===== config.mk =====
export PLATFORM = sky130hd
export DESIGN_NAME = lpm_pwrup_mon
export DESIGN_NICKNAME = d
export VERILOG_FILES = /design/src/rtl/lpm_pkg.sv /design/src/rtl/lpm_tick_gen.sv /design/src/rtl/lpm_edge_det.sv /design/src/rtl/lpm_window.sv /design/src/rtl/lpm_pwrup_mon.sv
export SDC_FILE = /design/constraint.sdc
export NUM_CORES = 1
export LEC_CHECK = 0
export BUFFER_PORTS_ARGS = -buffer_cell sky130_fd_sc_hd__buf_4
export CORE_ASPECT_RATIO = 2
export CORE_MARGIN = 4
export CORE_UTILIZATION = 28
export DETAILED_ROUTE_END_ITERATION = 10
export PLACE_DENSITY_LB_ADDON = 0.1
export SLEW_MARGIN = 40
export SYNTH_ARGS = -nofsm -noshare
export SYNTH_HDL_FRONTEND = slang
export SYNTH_SLANG_ARGS = --single-unit

===== constraint.sdc =====
create_clock -name clk -period 5.4 [get_ports clk]
set_input_delay 0.54 -clock clk [delete_from_list [all_inputs] [get_ports clk]]
set_output_delay 0.54 -clock clk [all_outputs]
set_load 0.005 [all_outputs]

===== src/rtl/lpm_pkg.sv =====
package lpm_pkg;
   localparam int unsigned NWIN   = 6;
   localparam int unsigned W_RAMP = 0;
   localparam int unsigned W_POR  = 1;
   localparam int unsigned W_HRST = 2;
   localparam int unsigned W_QUIET = 3;
   localparam int unsigned W_PERIPH = 4;
   localparam int unsigned W_LINK = 5;

   // edge detector lane indices
   localparam int unsigned NSIG   = 6;
   localparam int unsigned S_SUPG = 0;
   localparam int unsigned S_POR  = 1;
   localparam int unsigned S_HOST = 2;
   localparam int unsigned S_PERI = 3;
   localparam int unsigned S_TRN  = 4;
   localparam int unsigned S_LINK = 5;

   function automatic int unsigned imax(input int unsigned a, input int unsigned b);
      return (a > b) ? a : b;
   endfunction
endpackage


===== src/rtl/lpm_tick_gen.sv =====
module lpm_tick_gen #(
   parameter int unsigned TICKS_PER_MS = 125000
) (
   input  logic clk,
   input  logic rst_n,
   output logic ms_tick
);
   localparam int unsigned PW = (TICKS_PER_MS < 2) ? 1 : $clog2(TICKS_PER_MS);
   localparam logic [PW-1:0] LAST = PW'(TICKS_PER_MS - 1);

   if (TICKS_PER_MS < 1) begin : g_bad_tpm
      $error("TICKS_PER_MS must be at least 1");
   end

   logic [PW-1:0] pre_q;

   always_ff @(posedge clk) begin
      if (!rst_n) begin
         pre_q <= '0;
      end else if (pre_q == LAST) begin
         pre_q <= '0;
      end else begin
         pre_q <= pre_q + 1'b1;
      end
   end

   assign ms_tick = (pre_q == LAST);
endmodule


===== src/rtl/lpm_edge_det.sv =====
module lpm_edge_det #(
   parameter int unsigned N = 6,
   parameter logic [N-1:0] INIT = '0
) (
   input  logic         clk,
   input  logic         rst_n,
   input  logic [N-1:0] lvl,
   output logic [N-1:0] rise,
   output logic [N-1:0] fall
);
   logic [N-1:0] prev_q;

   always_ff @(posedge clk) begin
      if (!rst_n) prev_q <= INIT;
      else        prev_q <= lvl;
   end

   for (genvar i = 0; i < N; i++) begin : g_lane
      assign rise[i] = lvl[i] & ~prev_q[i];
      assign fall[i] = ~lvl[i] & prev_q[i];
   end
endmodule


===== src/rtl/lpm_window.sv =====
module lpm_window #(
   parameter int unsigned TW        = 8,
   parameter int unsigned MIN_MS    = 0,
   parameter int unsigned MAX_MS    = 0,
   parameter bit          CHECK_MIN = 1'b0,
   parameter bit          CHECK_MAX = 1'b0
) (
   input  logic clk,
   input  logic rst_n,
   input  logic clr,
   input  logic ms_tick,
   input  logic open_ev,
   input  logic close_ev,
   output logic bad
);
   if (!CHECK_MIN && !CHECK_MAX) begin : g_bad_cfg
      $error("window checks neither bound");
   end
   if ((MIN_MS + 2) > (1 << TW) || (MAX_MS + 2) > (1 << TW)) begin : g_bad_w
      $error("limit does not fit the elapsed counter");
   end

   localparam logic [TW-1:0] SAT = '1;

   logic          run_q;
   logic [TW-1:0] elap_q;
   logic          early_hit;
   logic          late_hit;
   logic          bad_q;

   if (CHECK_MIN) begin : g_min
      assign early_hit = run_q & close_ev & (elap_q < TW'(MIN_MS));
   end else begin : g_nomin
      assign early_hit = 1'b0;
   end

   if (CHECK_MAX) begin : g_max
      assign late_hit = run_q & ~close_ev & (elap_q > TW'(MAX_MS));
   end else begin : g_nomax
      assign late_hit = 1'b0;
   end

   always_ff @(posedge clk) begin
      if (!rst_n) begin
         run_q  <= 1'b0;
         elap_q <= '0;
      end else if ((run_q && close_ev) || late_hit) begin
         run_q  <= 1'b0;
      end else if (open_ev) begin
         run_q  <= 1'b1;
         elap_q <= '0;
      end else if (run_q && ms_tick && elap_q != SAT) begin
         elap_q <= elap_q + 1'b1;
      end
   end

   always_ff @(posedge clk) begin
      if (!rst_n)                     bad_q <= 1'b0;
      else if (clr)                   bad_q <= 1'b0;
      else if (early_hit || late_hit) bad_q <= 1'b1;
   end

   assign bad = bad_q;
endmodule


===== src/rtl/lpm_pwrup_mon.sv =====
module lpm_pwrup_mon
   import lpm_pkg::*;
#(
   parameter int unsigned TICKS_PER_MS  = 125000,
   parameter int unsigned RAMP_MAX_MS   = 10,
   parameter int unsigned POR_MIN_MS    = 4,
   parameter int unsigned POR_MAX_MS    = 12,
   parameter int unsigned HRST_MIN_MS   = 100,
   parameter int unsigned QUIET_MIN_MS  = 20,
   parameter int unsigned PERIPH_MAX_MS = 120,
   parameter int unsigned LINK_MAX_MS   = 100
) (
   input  logic            clk,
   input  logic            rst_n,
   input  logic            viol_clr,
   input  logic            ramp_start,
   input  logic            supplies_good,
   input  logic            por_released,
   input  logic            host_rst_n,
   input  logic            periph_ready,
   input  logic            link_training,
   input  logic            link_up,
   output logic [NWIN-1:0] viol,
   output logic            seq_done,
   output logic            seq_pass
);
   localparam int unsigned LIM_TOP = imax(imax(imax(RAMP_MAX_MS, POR_MAX_MS), imax(HRST_MIN_MS, QUIET_MIN_MS)),
                                          imax(PERIPH_MAX_MS, LINK_MAX_MS));
   localparam int unsigned TW = $clog2(LIM_TOP + 2);

   localparam int unsigned LMIN [NWIN] = '{0, POR_MIN_MS, HRST_MIN_MS, QUIET_MIN_MS, 0, 0};
   localparam int unsigned LMAX [NWIN] = '{RAMP_MAX_MS, POR_MAX_MS, 0, 0, PERIPH_MAX_MS, LINK_MAX_MS};
   localparam bit          CMIN [NWIN] = '{1'b0, 1'b1, 1'b1, 1'b1, 1'b0, 1'b0};
   localparam bit          CMAX [NWIN] = '{1'b1, 1'b1, 1'b0, 1'b0, 1'b1, 1'b1};

   if (POR_MIN_MS > POR_MAX_MS) begin : g_bad_por
      $error("POR_MIN_MS exceeds POR_MAX_MS");
   end

   logic            ms_tick;
   logic [NSIG-1:0] lvl, rise, fall;
   logic [NWIN-1:0] w_open, w_close, w_bad;
   logic            done_q;

   lpm_tick_gen #(.TICKS_PER_MS(TICKS_PER_MS)) u_tick (
      .clk(clk), .rst_n(rst_n), .ms_tick(ms_tick)
   );

   always_comb begin
      lvl         = '0;
      lvl[S_SUPG] = supplies_good;
      lvl[S_POR]  = por_released;
      lvl[S_HOST] = host_rst_n;
      lvl[S_PERI] = periph_ready;
      lvl[S_TRN]  = link_training;
      lvl[S_LINK] = link_up;
   end

   // host reset lane starts at 1 so a low level out of reset reads as a fall
   lpm_edge_det #(.N(NSIG), .INIT(NSIG'(1) << S_HOST)) u_edge (
      .clk(clk), .rst_n(rst_n), .lvl(lvl), .rise(rise), .fall(fall)
   );

   always_comb begin
      w_open            = '0;
      w_close           = '0;
      w_open[W_RAMP]    = ramp_start;
      w_close[W_RAMP]   = rise[S_SUPG];
      w_open[W_POR]     = rise[S_SUPG];
      w_close[W_POR]    = rise[S_POR];
      w_open[W_HRST]    = fall[S_HOST];
      w_close[W_HRST]   = rise[S_HOST];
      w_open[W_QUIET]   = rise[S_HOST];
      w_close[W_QUIET]  = rise[S_TRN];
      w_open[W_PERIPH]  = ramp_start;
      w_close[W_PERIPH] = rise[S_PERI];
      w_open[W_LINK]    = rise[S_HOST];
      w_close[W_LINK]   = rise[S_LINK];
   end

   for (genvar g = 0; g < NWIN; g++) begin : g_win
      lpm_window #(
         .TW(TW), .MIN_MS(LMIN[g]), .MAX_MS(LMAX[g]),
         .CHECK_MIN(CMIN[g]), .CHECK_MAX(CMAX[g])
      ) u_win (
         .clk(clk), .rst_n(rst_n), .clr(viol_clr), .ms_tick(ms_tick),
         .open_ev(w_open[g]), .close_ev(w_close[g]), .bad(w_bad[g])
      );
   end

   always_ff @(posedge clk) begin
      if (!rst_n)       done_q <= 1'b0;
      else if (link_up) done_q <= 1'b1;
   end

   assign viol     = w_bad;
   assign seq_done = done_q;
   assign seq_pass = done_q & ~(|w_bad);
endmodule


==> results.md, run 1 <==
* Status: complete, no violations
* Row Count at 59
* Mapped Nets at 470
* Setup TNS at 0 ns
* Critical path's top delay family: simple AND/OR/NAND/NOR gates
* WP buf/inv at 0
* Core outline area at 0.0131 sq mm
* Post-CTS setup buffer count at 0
* Worst path most repeated cell: or4_4
* Worst slew margin at 0.524
* Internal power at 0.999 mW
* Path depth of the worst reg2reg path at 5
* CTS Root Cell: clkbuf_16
* Layout area overhead at 14.4%
* NetSw at 0.273 mW
* Chip height at 173 microns
* CP Cell Sequence: or4_4 > or4_4 > or3_1 > or4_1 > a31oi_1
* H-tree depth at 3
* Share of cells above drive strength 1 at 0.0862
* FFs w/ async S/R, synth at 0
* Clock Pin Slew Worst Setup and Hold Paths at 0.06 ns
* Final critical-path share of the clock period at 0.471
* Post-cts resize count at 0
* Routability cong. at 0.843
* Hold-fix buffers, CTS at 0
* F_max at 0.393 GHz
* Static leakage at 1.57 nW
* Hold Violations, Final at 0
* Setup-failing EPs final at 0
* Stages on worst setup path at 5
* Routed Antenna Nets at 0
* Synthesis-stage register bit count at 78
* Critical Path Sink Type: flop
* Clk_lat worst skew at 0.33 ns
* Synth warnings at 0
* Clk network pwr share at 0.489
* Synth Flop Type: dfxtp_1
* DR pass1 iterations at 4
* DRC viols at 0
* Via-to-Cell Ratio at 5.25
* FILL cells at 1,401
* Peak fanout along the critical path at 8
* Syn Inst Count at 449
* DR iter-0 viols at 106
* Comb power frac at 0.046
* Antenna cells at 0
* Synth Area per Inst at 8.44 sq um
* Clock buffer depth at 2
* TritonCTS clock tree: built
* Max-cap violation count at 0
* Overflow after GRT at 0
* Total power at 1.27 mW
* Die W at 90.3 microns
* Routed WL at 9.19 mm
* IO Pins at 18
* Sw frac at 0.215
* DR WL/cell at 14.9 microns
* Worst path slowest cell: or4_4
* Hold Path Class: input port to flop
* Hold Path Depth at 2
* Pin count of the biggest net entering global routing at 45
* Count of cell types in the netlist at 58
* Starting Density at 0.288
* RSZ-0062 raised after global routing: no
* Clock Skews at 0.00772 ns
* Critical Path Start Type: flop
* Reg power frac at 0.466
* Number of global-route vias before repair at 3,214
* Cell Area, Synth at 0.00379 sq mm
* Crit path kind: flop to flop
* CP peak stage delay at 0.62 ns
* Slew Viols, Final at 0
* Final nets at 481
* CTS buffer count at 9
* Worst Path Arrival at 2.80 ns
* DP Wirelength at 6.96 mm
* Total Die Area at 0.0156 sq mm
* Initial antenna violation count at 0
* Num Clock Sinks at 78
* Required time of the critical path at 5.66 ns
* VDD IR-drop max at 0.000121 V
* Total number of vias at 3,233
* First-pass GRT wire length at 15.3 mm
* IO buf count at 17
* Crit path time final at 2.55 ns
* EDFF count, synth at 0
* Sequential fraction of the synthesis area at 0.412
* Power Dens Cells at 293 mW/mm^2
* Total GRT Usage at 0.122
* Worst-margin pin slew at 0.707 ns
[worst paths after layout]
| check | start | endpoint | slack [ns] |
|---|---|---|---|
| worst max-delay path | u_tick.pre_q[4] | g_win[4].u_win.elap_q[5] | 2.85 |
| worst min register to register | g_win[1].u_win.elap_q[5] | g_win[1].u_win.elap_q[5] | 0.44 |
| worst min-delay path | link_training | u_edge.prev_q[4] | 0.41 |
| worst max register to register | u_tick.pre_q[4] | g_win[4].u_win.elap_q[5] | 2.85 |
[registers in the layout, indices dropped and copies added, names as in the netlist]
| signal | flops |
|---|---|
| seq_done | 1 |
| g_win.u_win.elap_q | 42 |
| g_win.u_win.run_q | 6 |
| g_win.u_win.bad | 6 |
| u_tick.pre_q | 17 |
| u_edge.prev_q | 6 |
[worst reg2reg max path, delay by kind of cell, from the launching register on]
kind            cells  cell delay (ns)
simple gates        4             1.97
flops               1             0.36
compound gates      1             0.16
[cell usage after synthesis (all sizes together), types with 8 or more instances]
master  number  area [sq um]
a31oi       10          62.6
nand2b       8          50.1
nand2       36           135
nor2        54           203
nor2b       12          75.1
and2        17           106
dfxtp       78          1560
nand4       10          62.6
nor4         8          50.1
a21oi       11          55.1
nand3       27           135
o21ai       20           100
and3        16           100
inv         16          60.1
xnor2       16           140
xor2         9          78.8
ha          11           138
nor3        11          55.1
clkbuf      10          38.8
[kinds of logic (layout without fill, tap and decap cells)]
kind of cell | Yosys count | count (layout) | synth area share
and+or+nand+nor | 217 | 217 | 0.299
muxes | 5 | 5 | 0.0132
AOI/OAI and AO/OA | 80 | 80 | 0.141
DFF | 78 | 78 | 0.412
xor gates and xnor gates | 25 | 25 | 0.0578
buffers and inverters | 33 | 48 | 0.0409
adders and majority gates | 11 | 11 | 0.0363
[metrics by stage]
| step | utilization | setup WS [ns] | area, sq um | instances | hold slack [ns] |
|---|---|---|---|---|---|
| final | 0.330 | 2.85 | 4340 | 616 | 0.414 |
| after global routing | 0.330 | 2.71 | 4340 | 616 | 0.412 |
| after CTS | 0.330 | 2.83 | 4340 | 616 | 0.399 |
| after detailed placement | 0.307 | 2.84 | 4030 | 601 | 0.430 |
| after global placement | 0.306 | 2.60 | 4020 | 601 | 0.425 |
| after floorplan | - | 2.97 | 3790 | 449 | 0.410 |
[cell usage in the layout (no fill, tap or decap), types with 5 or more instances in the layout]
master / synthesis / final
dfxtp_1: 78 / 78
nor2_1: 54 / 54
nand2_1: 36 / 36
nand3_1: 27 / 27
o21ai_0: 20 / 20
buf_4: 6 / 17
inv_1: 16 / 16
and3_1: 16 / 16
xnor2_1: 16 / 16
and2_1: 16 / 16
nor2b_1: 12 / 12
nor3_1: 11 / 11
a21oi_1: 11 / 11
ha_1: 11 / 11
a31oi_1: 10 / 10
nand4_1: 10 / 10
xor2_1: 9 / 9
clkbuf_16: 0 / 9
nand2b_1: 8 / 8
nor4_1: 8 / 7
o21a_1: 7 / 7
mux2i_1: 5 / 5
[power by group through the flow]
stage,sequential (mW),combinational (mW),clock [mW]
after global placement,0.605,0.0594,0
after detailed placement,0.605,0.0593,0
final,0.593,0.0579,0.621
after CTS,0.592,0.0595,0.643
after floorplan,0.601,0.0413,0
after global routing,0.594,0.0657,0.665
[layer usage]
layer | wire [microns] | global-route usage | vias to the layer above | part of all wire
met5 | 0 | 0 | - | 0
met4 | 264 | 0.0595 | 0 | 0.029
met3 | 325 | 0.0283 | 18 | 0.035
met2 | 5010 | 0.231 | 72 | 0.55
met1 | 3580 | 0.124 | 1527 | 0.39
li1 | - | - | 1616 | -
[area by class of cell]
type / count / area (sq um) / share of cell area
multi-input cells: 338 / 2090 / 0.482
flip-flops and latches: 78 / 1560 / 0.360
clock buffers: 12 / 267 / 0.0615
well taps: 152 / 190 / 0.0439
repair buffers: 17 / 128 / 0.0294
inverters: 16 / 60.1 / 0.0138
clock inverters: 3 / 42.5 / 0.00981
Note: power is estimated with default switching activity, not from simulation.
==> run 2, diff against run 1 <==
==> constraint.sdc (replaced) <==
create_clock -name clk -period 2.3 [get_ports clk]
set_input_delay 0.23 -clock clk [delete_from_list [all_inputs] [get_ports clk]]
set_output_delay 0.23 -clock clk [all_outputs]
set_load 0.005 [all_outputs]
==> run 2 against run 1 <==
Against the previous run: largest cell class unchanged; the flow now finishes with violations (negative setup slack); clock-buffer cell count is 3 lower; die area stayed put; non-clock buffer count increased by 23; first-iteration DRC count grew 32%.
==> results.md, run 2 (synthesized netlist as in run 1, its figures left out) <==
* Clk_lat worst skew at 0.34 ns (was 0.33 ns)
* Crit Reg-Reg Endpoint: g_win[4].u_win.elap_q[5] (unchanged)
* Routed WL at 10.0 mm (was 9.19 mm)
* Total GRT Usage at 0.132 (was 0.122)
* Static leakage at 1.68 nW (was 1.57 nW)
* IO Pins at 18 (unchanged)
* Peak fanout along the critical path at 3 (was 8)
* Total power at 2.97 mW (was 1.27 mW)
* RSZ-0062 raised after global routing: yes (was no)
* Share of cells above drive strength 1 at 0.143 (was 0.0862)
* Crit path from: u_tick.pre_q[4] (unchanged)
* Overflow after GRT at 0 (unchanged)
* IO buf count at 17 (unchanged)
* Max-cap violation count at 0 (unchanged)
* Path depth of the worst reg2reg path at 5 (unchanged)
* Critical Path Start Type: flop (unchanged)
* Row Count at 59 (unchanged)
* Power Dens Cells at 656 mW/mm^2 (was 293 mW/mm^2)
* Required time of the critical path at 2.56 ns (was 5.66 ns)
* Via-to-Cell Ratio at 5.14 (was 5.25)
* Clock Skews at 0.00977 ns (was 0.00772 ns)
* Total Die Area at 0.0156 sq mm (unchanged)
* Chip height at 173 microns (unchanged)
* CTS Root Cell: clkbuf_16 (unchanged)
* CP peak stage delay at 0.54 ns (was 0.62 ns)
* Worst path slowest cell: or4_4 (unchanged)
* Routed Antenna Nets at 0 (unchanged)
* Worst slew margin at 0.560 (was 0.524)
* Most frequent cells in the layout: dfxtp_1, nor2_1, buf_4 (was dfxtp_1, nor2_1, nand2_1)
* Hold Violations, Final at 0 (unchanged)
* Largest registers: g_win.u_win.elap_q (42), u_tick.pre_q (17) (unchanged)
* Hold Path Class: input port to flop (unchanged)
* DR iter-0 viols at 140 (was 106)
* Final critical-path share of the clock period at 1.00 (was 0.471)
* CTS buffer count at 9 (unchanged)
* DRC viols at 0 (unchanged)
* Initial antenna violation count at 0 (unchanged)
* Crit path kind: flop to flop (unchanged)
* Pin count of the biggest net entering global routing at 45 (unchanged)
* Largest Register: g_win.u_win.elap_q (unchanged)
* Die W at 90.3 microns (unchanged)
* Hold-fix buffers, CTS at 0 (unchanged)
* Most common cell after layout, fill and taps aside: dfxtp_1 (unchanged)
* Critical Path Sink Type: flop (unchanged)
* Setup-failing EPs final at 1 (was 0)
* Worst path most repeated cell: or4_4 (unchanged)
* Worst Path Arrival at 2.56 ns (was 2.80 ns)
* Final nets at 504 (was 481)
* DR WL/cell at 15.6 microns (was 14.9 microns)
* Critical Path Sink: g_win[4].u_win.elap_q[5] (unchanged)
* Reg-to-reg startpoint: u_tick.pre_q[4] (unchanged)
* Core outline area at 0.0131 sq mm (unchanged)
* Starting Density at 0.288 (unchanged)
* H-tree depth at 3 (unchanged)
* Failing checks: negative setup slack
* Flop2flop setup slack at -0.002 ns (was 2.85 ns)
* Setup ws final at -0.00235 ns (was 2.85 ns)
* Routability cong. at 0.776 (was 0.843)
* Slew Viols, Final at 0 (unchanged)
* Max reg flops at 42 (unchanged)
* FILL cells at 1,377 (was 1,401)
* Antenna cells at 0 (unchanged)
* Clock buffer depth at 2 (unchanged)
* Layout area overhead at 19.6% (was 14.4%)
* VDD IR-drop max at 0.000321 V (was 0.000121 V)
* Status: finished, violations left (was complete, no violations)
* Crit path time final at 2.30 ns (was 2.55 ns)
* Fin Hold WS at 0.0952 ns (was 0.414 ns)
* F_max at 0.434 GHz (was 0.393 GHz)
* Number of global-route vias before repair at 3,347 (was 3,214)
* Num Clock Sinks at 78 (unchanged)
* DR pass1 iterations at 5 (was 4)
* Clock Pin Slew Worst Setup and Hold Paths at 0.07 ns (was 0.06 ns)
* CP Cell Sequence: or4_4 > or4_4 > or3_4 > or4_4 > a31oi_1 (was or4_4 > or4_4 > or3_1 > or4_1 > a31oi_1)
* TritonCTS clock tree: built (unchanged)
* Total number of vias at 3,290 (was 3,233)
* First-pass GRT wire length at 16.5 mm (was 15.3 mm)
* DP Wirelength at 7.55 mm (was 6.96 mm)
* Post-CTS setup buffer count at 0 (unchanged)
* Worst-margin pin slew at 0.653 ns (was 0.707 ns)
## run 2: cell types whose count changed in the layout (fill, tap and decap cells not counted), sizes merged
cell / before / now
clkinv: 1 / 3
clkbuf: 12 / 9
clkinvlp: 1 / 3
buf: 17 / 40
## run 2: metal layers
layer	global-route usage	routed length [microns]	share of wire	up-vias
met3	0.0283	283	0.028	16
met1	0.131	3920	0.39	1553
met2	0.257	5540	0.55	51
li1	-	-	-	1670
met4	0.0582	257	0.026	0
met5	0	0	0	-
## run 2: what timing repair did
| item | in CTS | in global routing |
|---|---|---|
| hold endpoints to repair | 0 | 0 |
| endpoints found under the setup margin | 0 | 6 |
| resized for setup | 0 | 6 |
## run 2: final cells by class
cell class / count / area, sq um / share of cell area
Clock buffer: 9 / 225 / 0.0497
Clock inverter: 7 / 75.1 / 0.0166
Inverter: 16 / 60.1 / 0.0133
Multi-Input combinational cell: 338 / 2110 / 0.465
Sequential cell: 78 / 1560 / 0.345
Tap cell: 152 / 190 / 0.0420
Timing Repair Buffer: 40 / 313 / 0.0690
## run 2: worst min-delay path by stage
stage	startpoint	to	slack [ns]	depth (start not counted)
global placement	g_win[1].u_win.elap_q[5]	g_win[1].u_win.elap_q[5]	0.43	2
floorplan	host_rst_n	u_edge.prev_q[2]	0.33	1
global route	link_training	u_edge.prev_q[4]	0.09	2
detailed placement	g_win[1].u_win.elap_q[5]	g_win[1].u_win.elap_q[5]	0.43	2
finish	link_training	u_edge.prev_q[4]	0.1	2
CTS	link_training	u_edge.prev_q[4]	0.08	2
## run 2: worst max-delay path, delay by kind of cell (launching register included)
kind,cells,cell delay (ns)
DFF,1,0.32
AOI/OAI and AO/OA,1,0.14
and+or+nand+nor,4,1.78
## run 2: stage by stage
| stage | instances | utilization | setup TNS (ns) | worst slack (ns) | instance area [sq um] |
|---|---|---|---|---|---|
| floorplan | 449 | - | 0 | 0.00509 | 3790 |
| global placement | 624 | 0.320 | 0 | 0.0289 | 4210 |
| detailed placement | 624 | 0.320 | 0 | 0.0264 | 4210 |
| CTS | 640 | 0.343 | 0 | 0.000630 | 4510 |
| global route | 640 | 0.345 | -0.101 | -0.0681 | 4530 |
| finish | 640 | 0.345 | -0.00235 | -0.00235 | 4530 |
## run 2: power by group
| group | switching (mW) | internal, mW | leakage (nW) |
|---|---|---|---|
| combinational | 0.0883 | 0.0594 | 0.913 |
| sequential | 0.0192 | 1.37 | 0.633 |
| clock | 0.596 | 0.842 | 0.138 |
| total | 0.703 | 2.27 | 1.68 |
